**src/rtl/msg_uart_pkg.sv**
```systemverilog
package msg_uart_pkg;
   localparam int MSG_LEN    = 7;
   localparam int FRAME_BITS = 10;

   typedef logic [7:0] byte_t;

   // Message text: "ALARM" then CR, LF
   function automatic byte_t msg_byte(input int unsigned idx);
      case (idx)
         0:       return 8'h41;
         1:       return 8'h4C;
         2:       return 8'h41;
         3:       return 8'h52;
         4:       return 8'h4D;
         5:       return 8'h0D;
         6:       return 8'h0A;
         default: return 8'hFF;
      endcase
   endfunction
endpackage

```
**src/rtl/baud_timer.sv**
```systemverilog
module baud_timer #(
   parameter int CPB = 1042
) (
   input  logic clk,
   input  logic rst_n,
   input  logic run,
   output logic tick
);
   generate
      if (CPB < 1) begin : g_bad_cpb
         $error("baud_timer: CPB must be at least 1");
      end

      if (CPB == 1) begin : g_every_clock
         assign tick = run;
      end else begin : g_counter
         localparam int CW = $clog2(CPB);
         localparam logic [CW-1:0] TOP = CW'(CPB - 1);
         logic [CW-1:0] cnt;

         always_ff @(posedge clk or negedge rst_n) begin
            if (!rst_n)                cnt <= '0;
            else if (!run || tick)     cnt <= '0;
            else                       cnt <= cnt + 1'b1;
         end

         assign tick = run && (cnt == TOP);

         // the count never passes the bit boundary
         a_r3_cnt_bound: assert property (@(posedge clk) disable iff (!rst_n)
            run |-> cnt <= TOP);
      end
   endgenerate
endmodule

```
**src/rtl/msg_table.sv**
```systemverilog
module msg_table
   import msg_uart_pkg::*;
#(
   parameter int N  = MSG_LEN,
   parameter int IW = 3
) (
   input  logic [IW-1:0] idx,
   output byte_t         data
);
   byte_t tbl [N];

   generate
      for (genvar g = 0; g < N; g++) begin : g_entry
         assign tbl[g] = msg_byte(g);
      end
   endgenerate

   always_comb begin
      if (int'(idx) < N) data = tbl[idx];
      else               data = 8'hFF;
   end
endmodule

```
**src/rtl/frame_shifter.sv**
```systemverilog
module frame_shifter
   import msg_uart_pkg::*;
(
   input  logic  clk,
   input  logic  rst_n,
   input  logic  load,
   input  byte_t data,
   input  logic  tick,
   output logic  tx,
   output logic  done,
   output logic  active
);
   localparam int BW = $clog2(FRAME_BITS);
   localparam logic [BW-1:0] LAST_POS = BW'(FRAME_BITS - 1);

   logic [FRAME_BITS-1:0] sh;
   logic [BW-1:0]         pos;

   always_ff @(posedge clk or negedge rst_n) begin
      if (!rst_n) begin
         sh     <= '1;
         pos    <= '0;
         active <= 1'b0;
      end else if (load) begin
         sh     <= {1'b1, data, 1'b0};
         pos    <= '0;
         active <= 1'b1;
      end else if (tick && active) begin
         if (pos == LAST_POS) begin
            active <= 1'b0;
         end else begin
            sh  <= {1'b1, sh[FRAME_BITS-1:1]};
            pos <= pos + 1'b1;
         end
      end
   end

   assign done = tick && active && (pos == LAST_POS);
   assign tx   = active ? sh[0] : 1'b1;

   // a freshly loaded frame opens with a low start bit
   a_r4_start_low: assert property (@(posedge clk) disable iff (!rst_n)
      load |=> !tx);
   // final frame position is the high stop bit
   a_r4_stop_high: assert property (@(posedge clk) disable iff (!rst_n)
      (active && pos == LAST_POS) |-> tx);
endmodule

```
**src/rtl/msg_uart_tx.sv**
```systemverilog
module msg_uart_tx
   import msg_uart_pkg::*;
#(
   parameter int CLK_HZ    = 10_000_000,
   parameter int BAUD      = 9600,
   parameter bit ROUND_DIV = 1'b1
) (
   input  logic clk,
   input  logic rst_n,
   input  logic trig,
   output logic tx,
   output logic busy
);
   localparam int CPB = ROUND_DIV ? (CLK_HZ + BAUD / 2) / BAUD : CLK_HZ / BAUD;
   localparam int IW  = (MSG_LEN > 1) ? $clog2(MSG_LEN) : 1;
   localparam logic [IW-1:0] LAST_IDX = IW'(MSG_LEN - 1);

   generate
      if (BAUD <= 0 || CLK_HZ <= 0) begin : g_bad_rate
         $error("msg_uart_tx: rates must be positive");
      end
      if (CPB < 2) begin : g_bad_ratio
         $error("msg_uart_tx: clock too slow for baud rate");
      end
      if (MSG_LEN < 2) begin : g_bad_len
         $error("msg_uart_tx: message must hold at least CR LF");
      end
   endgenerate

   logic          busy_q;
   logic [IW-1:0] idx;
   logic          start, last, load, tick, done, active;
   logic [IW-1:0] nxt_idx;
   byte_t         nxt_byte;

   assign start   = trig && !busy_q;
   assign last    = (idx == LAST_IDX);
   assign load    = start || (done && !last);
   assign nxt_idx = start ? '0 : idx + 1'b1;

   always_ff @(posedge clk or negedge rst_n) begin
      if (!rst_n) begin
         busy_q <= 1'b0;
         idx    <= '0;
      end else if (start) begin
         busy_q <= 1'b1;
         idx    <= '0;
      end else if (done) begin
         if (last) busy_q <= 1'b0;
         else      idx    <= idx + 1'b1;
      end
   end

   msg_table #(.N(MSG_LEN), .IW(IW)) table_i (
      .idx  (nxt_idx),
      .data (nxt_byte)
   );

   baud_timer #(.CPB(CPB)) timer_i (
      .clk   (clk),
      .rst_n (rst_n),
      .run   (busy_q),
      .tick  (tick)
   );

   frame_shifter shifter_i (
      .clk    (clk),
      .rst_n  (rst_n),
      .load   (load),
      .data   (nxt_byte),
      .tick   (tick),
      .tx     (tx),
      .done   (done),
      .active (active)
   );

   assign busy = busy_q;

   // line high whenever no message runs
   a_r1_idle_high: assert property (@(posedge clk) disable iff (!rst_n)
      !busy_q |-> tx);
   // line only moves on a bit boundary or a load
   a_r3_bit_hold: assert property (@(posedge clk) disable iff (!rst_n)
      (busy_q && !tick && !start) |=> $stable(tx));
   // next start bit follows a stop bit without a gap
   a_r6_gapless: assert property (@(posedge clk) disable iff (!rst_n)
      (done && !last) |=> !tx);
   // busy drops right after the last stop bit
   a_r7_busy_end: assert property (@(posedge clk) disable iff (!rst_n)
      (done && last) |=> !busy_q);
   // triggers during a message change nothing
   a_r8_ignore_busy: assert property (@(posedge clk) disable iff (!rst_n)
      (busy_q && !done) |=> (busy_q && $stable(idx)));
   // framer is active exactly while busy
   a_r2_active_busy: assert property (@(posedge clk) disable iff (!rst_n)
      active == busy_q);
endmodule

```
**config.mk**
```make
export PLATFORM = sky130hd
export DESIGN_NAME = msg_uart_tx
export DESIGN_NICKNAME = d
export VERILOG_FILES = /design/src/rtl/msg_uart_pkg.sv /design/src/rtl/baud_timer.sv /design/src/rtl/msg_table.sv /design/src/rtl/frame_shifter.sv /design/src/rtl/msg_uart_tx.sv
export SDC_FILE = /design/constraint.sdc
export NUM_CORES = 1
export LEC_CHECK = 0
export BUFFER_PORTS_ARGS = -buffer_cell sky130_fd_sc_hd__buf_4
export CAP_MARGIN = 20
export CORE_MARGIN = 4
export CORE_UTILIZATION = 65
export CTS_CLUSTER_DIAMETER = 120
export DETAILED_ROUTE_END_ITERATION = 16
export PLACE_DENSITY = 0.85
export SLEW_MARGIN = 20
export SYNTH_ARGS = -nofsm -noshare
export SYNTH_HDL_FRONTEND = slang
export SYNTH_SLANG_ARGS = --single-unit
```
**constraint.sdc**
```tcl
create_clock -name clk -period 3.3 [get_ports clk]
set_clock_uncertainty 0.05 [all_clocks]
set_input_delay 0.495 -clock clk [delete_from_list [all_inputs] [get_ports clk]]
set_output_delay 0.495 -clock clk [all_outputs]
set_load 0.02 [all_outputs]
```
### Word level (Yosys, flattened, before mapping)

Memory sizes are Yosys's and may differ from the RTL's.
Cells that the tools add are included.

| operators by class | value |
|---|---|
| reductions and logical operators | 17 |
| multiply operators | 0 |
| shift operators | 0 |
| divide/modulo/power cells | 0 |
| equality and inequality tests | 5 |
| order comparisons | 2 |
| add/sub/neg operators | 3 |
| bitwise operators | 1 |
| mux-type cells | 21 |

Operator list:

| kind | number |
|---|---|
| $mux 10 | 3 |
| $mux 8 | 3 |
| $mux 3 | 4 |
| $mux 4 | 3 |
| $add 11x1->11 const B | 1 |
| $eq 11x11->1 const B | 1 |
| $mux 11 | 1 |
| $reduce_and 2->1 | 4 |
| $reduce_bool 2->1 | 4 |
| $mux 1 | 7 |
| $logic_and 1x1->1 | 5 |
| $add 4x1->4 const B | 1 |
| $eq 4x4->1 const B | 1 |
| $ge 4x4->1 const B | 1 |
| $ne 2x2->1 const B | 2 |
| $not 3->4 | 1 |
| $add 3x1->3 const B | 1 |
| $eq 3x3->1 const B | 1 |
| $lt 3x3->1 const B | 1 |
| $logic_not 1->1 | 2 |
| $logic_or 1x1->1 | 2 |

| word-level totals | value |
|---|---|
| bits in read-only memories | 64 |
| RAM bits | 0 |
| word-level logic and storage cells | 56 |
| latch bits | 0 |
| memories | 1 |
| bits of input ports | 3 |
| output and inout port bits | 2 |
| register bits after elaboration | 30 |

Memories:

| memory | depth | bits a word | rd ports | clocked after Yosys merged registers in | write ports | RTL line | source |
|---|---|---|---|---|---|---|---|
| (no name shown) | 8 | 8 | 1 | 0 | 0 | msg_table.sv:19 | `if (int'(idx) < N) data = tbl[idx];` |

### Logic depth before layout (Yosys ltp)

| logic depth | value |
|---|---|
| word-level depth | 9 |
| depth in mapped cells | 8 |
| depth with buffers taken out | 6 |

### Modules after synthesis

A second synthesis with hierarchy kept.

| second synthesis, totals | value |
|---|---|
| cells, all modules | 172 |
| area total of the unflattened synthesis | 1620.3 um2 |

Modules (own cells, without submodules):

| module | area each (um2) | cells each | sequential area each (um2) | times used |
|---|---|---|---|---|
| frame_shifter | 723.2 | 78 | 361.6 | 1 |
| baud_timer | 575.6 | 56 | 275.3 | 1 |
| msg_uart_tx | 244.0 | 25 | 100.1 | 1 |
| msg_table | 77.6 | 13 | 0.0 | 1 |

### Worst setup path before layout

OpenSTA, ideal clock, no wires.

| timing path | value |
|---|---|
| path type | register to register |
| from | register idx[0] |
| to | register shifter_i.sh[0] |
| required time | 3.168 ns |
| arrival | 1.692 ns |
| slack | 1.476 ns |
| cell stages (with the launch flop) | 7 |
| setup time | 0.082 ns |
| period minus slack after synthesis | 1.824 ns |
| path buffers | 0 |
| cell sequence | dfrtp_1 > inv_1 > ha_1 > nand2_1 > nor2_1 > o21ai_0 > mux2_2 |

| between the ends | value |
|---|---|
| word-level cells in the longest chain between the ends | 6 |
| elaborated cells between the ends (all ways) | 8 |
| those cells by class | eq/ne: 2; mux: 1; reduce/logical: 5 |

RTL lines:

| element | RTL line | source |
|---|---|---|
| from (decl) | msg_uart_tx.sv:31 | `logic [IW-1:0] idx;` |
| from (signal assigned) | msg_uart_tx.sv:50 | `else idx <= idx + 1'b1;` |
| $eq 3x3->1 * | msg_uart_tx.sv:37 | `assign last = (idx == LAST_IDX);` |
| $logic_not 1->1 * | msg_uart_tx.sv:38 | `assign load = start \|\| (done && !last);` |
| $logic_and 1x1->1 * | msg_uart_tx.sv:38 |  |
| $logic_or 1x1->1 * | msg_uart_tx.sv:38 |  |
| $ne 2x2->1 (no source line) or $reduce_bool 2->1 (tied branches) | -- |  |
| $reduce_and 2->1 (no source line) | -- |  |
| to (signal assigned) | frame_shifter.sv:25 | `sh <= {1'b1, data, 1'b0};` |
| to (signal assigned) | frame_shifter.sv:32 | `sh <= {1'b1, sh[FRAME_BITS-1:1]};` |
| to (decl) | frame_shifter.sv:16 | `logic [FRAME_BITS-1:0] sh;` |

Mark *: on every way between the ends. The rest lies on a longest branch, timed or not.
A chain may end at the register's enable or synchronous reset.

### Final worst setup path

| timing path | value |
|---|---|
| from | register timer_i.g_counter.cnt[1] |
| to | register shifter_i.sh[0] |

| between the ends | value |
|---|---|
| word-level cells in the longest chain between the ends | 8 |
| elaborated cells between the ends (all ways) | 10 |
| those cells by class | eq/ne: 2; mux: 1; reduce/logical: 7 |

RTL lines:

| element | RTL line | source |
|---|---|---|
| from (decl) | baud_timer.sv:19 | `logic [CW-1:0] cnt;` |
| from (signal assigned) | baud_timer.sv:24 | `else cnt <= cnt + 1'b1;` |
| $eq 11x11->1 * | baud_timer.sv:27 | `assign tick = run && (cnt == TOP);` |
| $logic_and 1x1->1 * | baud_timer.sv:27 |  |
| $logic_and 1x1->1 * | frame_shifter.sv:28, frame_shifter.sv:38 |  |
| $logic_and 1x1->1 | frame_shifter.sv:38 | `assign done = tick && active && (pos == LAST_POS);` |
| $logic_and 1x1->1 | msg_uart_tx.sv:38 |  |
| $logic_or 1x1->1 | msg_uart_tx.sv:38 |  |
| $ne 2x2->1 (no source line) or $reduce_bool 2->1 (tied branches) | -- |  |
| $reduce_and 2->1 (no source line) | -- |  |

Marks and branches as above.

==> flow_summary_export.csv <==
group,metric,value,unit
power_and_ir_drop,power_density,498,mW/mm²
clocking,cts_buffer_depth,2,
routing,vias,1321,
finish,drive_above_1_share,0.149,
power_and_ir_drop,leakagePower,0.711,nW
critical_path,critical_path_class,"register to register",
clocking,cts_tree,"built",
routing,drt_iter0_drc,84,
logic_synthesis,syn_nets,178,
logic_synthesis,synthTopCellsByArea,"dfrtp_1, dfstp_2, ha_1",
logic_synthesis,synth.avg_cell_area,9.71,µm²
routing,antenna_left,0,
die,die_area,0.00339,mm²
placed_design,post_dp_cell_area,0.00168,mm²
logic_synthesis,yosysWarningCount,0,
die,initial_core_util,0.714,
critical_path,worstSetupEndpointType,"register",
die,rows,17,
timing,max_freq,420,MHz
global_route,grt_use_total,0.243,
logic_synthesis,syn_area,0.00164,mm²
logic_synthesis,ys_seq_elements,29,
critical_path,cp_max_fo,20,
clocking,cts_setup_buffers,0,
critical_path,startpoint_type,"register",
finish,antenna_cells,0,
logic_synthesis,synth_seq_area_share,0.449,
job,drv_cap,0,
finish,final_nets,183,
timing,hold_viol_final,0,
clocking,clock-sinks,29,
finish,design_area,0.00173,mm²
logic_synthesis,synth.most_common_cell,"dfrtp_1",
placed_design,port_buffers,4,
critical_path,cp_slowest_stage_delay,0.57,ns
placed_design,gp_congestion,0.878,
clocking,numCtsBuffers,5,
timing,timing.final.crit_share,0.722,
global_route,grt_antenna_before_repair,0,
logic_synthesis,synthDominantCellAreaShare,0.305,
critical_path,arrival,2.60,ns
routing,dr.pass1.iters,4,
timing,worst_pin_slew,0.533,ns
clocking,clock_latency,0.33,ns
timing,slew_headroom,0.643,
routing,drt-total-wl,3540,µm
global_route,grt_overflow_total,0,
die,die_w,58.2,µm
die,fp.dieH,58.2,µm
logic_synthesis,synth_edf_count,0,
critical_path,required,3.52,ns
global_route,grt_pass1_vias,1239,
critical_path,path_delay_family,"simple AND/OR/NAND/NOR gates",
critical_path,path_buf_inv,1,
global_route,grt_max_degree,30,
die,num_io_pins,5,
timing,tns,0,ns
logic_synthesis,synthFlopType,"dfrtp_1",
clocking,htree_levels,2,
clocking,cts-root-buf,"clkbuf_4",
timing,hold-worst-slack,0.0114,ns
clocking,clk_pin_slew,0.10,ns
critical_path,path_cells,"inv_1 -> ha_1 -> nor2b_1 -> nand4_2 -> o21ai_0 -> mux2_2",
logic_synthesis,syn_inst,169,
timing,setup_viol,0,
logic_synthesis,synth_commonest_cells,"dfrtp_1, nor2_1, nand3_1, a21oi_1",
min_path,hold_class,"input port to async pin",
critical_path,crit_path_top_delay_cell,"o21ai_0",
timing,drv_slew,0,
global_route,grt_pass1_wl,6080,µm
timing,period_minus_slack,2.38,ns
power_and_ir_drop,vdd_drop_max,0.369,mV
logic_synthesis,synth_largest_area_cell,"dfrtp_1",
finish,area_delta_synth_final,5.34,%
routing,drt-wirelength-per-cell,17.5,µm
die,core_area,0.00230,mm²
clocking,ctsResizeCount,0,
outcome,status,"finished clean",
timing,grt_setup_unrepaired,"false",
logic_synthesis,synthDistinctLibCells,38,
finish,final_util,0.752,
logic_synthesis,async_reset_ff_frac,1.00,
routing,drc,0,
routing,viasPerCell,6.51,
clocking,cts_hold_buf,0,
placed_design,dpl.hpwl,2490,µm
[layout by cell type (no fill, tap or decap), types with 5 or more instances in the layout]
cell type,Yosys,routed
dfrtp_1,20,20
nor2_1,18,18
nand3_1,13,13
a21oi_1,11,11
nand2_1,9,9
o21ai_0,9,9
dfstp_2,9,9
inv_1,6,6
nor3_1,6,6
xnor2_1,6,6
xor2_1,6,6
ha_1,6,6
clkbuf_4,0,5
buf_4,0,5
[flip-flops by register name, summed over array words and instances (netlist names)]
signal                 count
shifter_i.pos              4
busy                       1
timer_i.g_counter.cnt     11
idx                        3
shifter_i.sh               9
shifter_i.active           1
[final cells by class]
| cell class | instances | area, µm² |
|---|---|---|
| clock buffer | 6 | 41.3 |
| clock inverter | 2 | 10.0 |
| fill | 163 | 569 |
| inverter | 6 | 22.5 |
| multi-input combinational | 127 | 845 |
| sequential | 29 | 737 |
| tap | 28 | 35.0 |
| timing repair buffer | 5 | 37.5 |
[through the flow]
| step | std cells | setup WS [ns] | power, W |
|---|---|---|---|
| 2_1_floorplan | 169 | 1.48 | 0.000595 |
| 3_3_place_gp | 195 | 1.09 | 0.000640 |
| 3_5_place_dp | 195 | 0.988 | 0.000656 |
| 4_1_cts | 203 | 0.959 | 0.000862 |
| 5_1_grt | 203 | 0.700 | 0.000918 |
| 6_report | 203 | 0.917 | 0.000861 |
[layer usage]
metal | track usage | wire length [µm] | vias to the layer above
met5 | 0 | 0 | -
met1 | 0.328 | 1570 | 640
met3 | 0.0668 | 230 | 11
met4 | 0.106 | 92 | 0
li1 | - | - | 619
met2 | 0.365 | 1650 | 51
[report_power, final]
part | internal (W) | switching [W]
Combinational | 0.0000781 | 0.000101
Sequential | 0.000409 | 0.0000652
Clock | 0.0000810 | 0.000127
[cell families (layout without fill, tap and decap cells)]
family / after synthesis / count (layout) / share of synthesized area
flops: 29 / 29 / 0.449
compound gates: 35 / 35 / 0.134
fa+ha+maj: 7 / 7 / 0.0519
mux: 3 / 3 / 0.0191
simple gates: 70 / 70 / 0.246
buf+inv: 13 / 19 / 0.0358
xor+xnor: 12 / 12 / 0.0641
[path summary, 6_finish.rpt]
check	slack [ns]	start	endpoint	cells after the start
max	0.92	timer_i.g_counter.cnt[1]$_DFF_PN0_	shifter_i.sh[0]$_DFFE_PN1P_	6
min	0.01	rst_n	idx[1]$_DFFE_PN0P_	1
max reg2reg	0.92	timer_i.g_counter.cnt[1]$_DFF_PN0_	shifter_i.sh[0]$_DFFE_PN1P_	6
min reg2reg	0.45	shifter_i.sh[6]$_DFFE_PN1P_	shifter_i.sh[5]$_DFFE_PN1P_	2
max in group asynchronous	2.86	rst_n	shifter_i.sh[4]$_DFFE_PN1P_	1
min in group clk	0.45	shifter_i.sh[6]$_DFFE_PN1P_	shifter_i.sh[5]$_DFFE_PN1P_	2
Note: power is estimated with default switching activity, not from simulation.
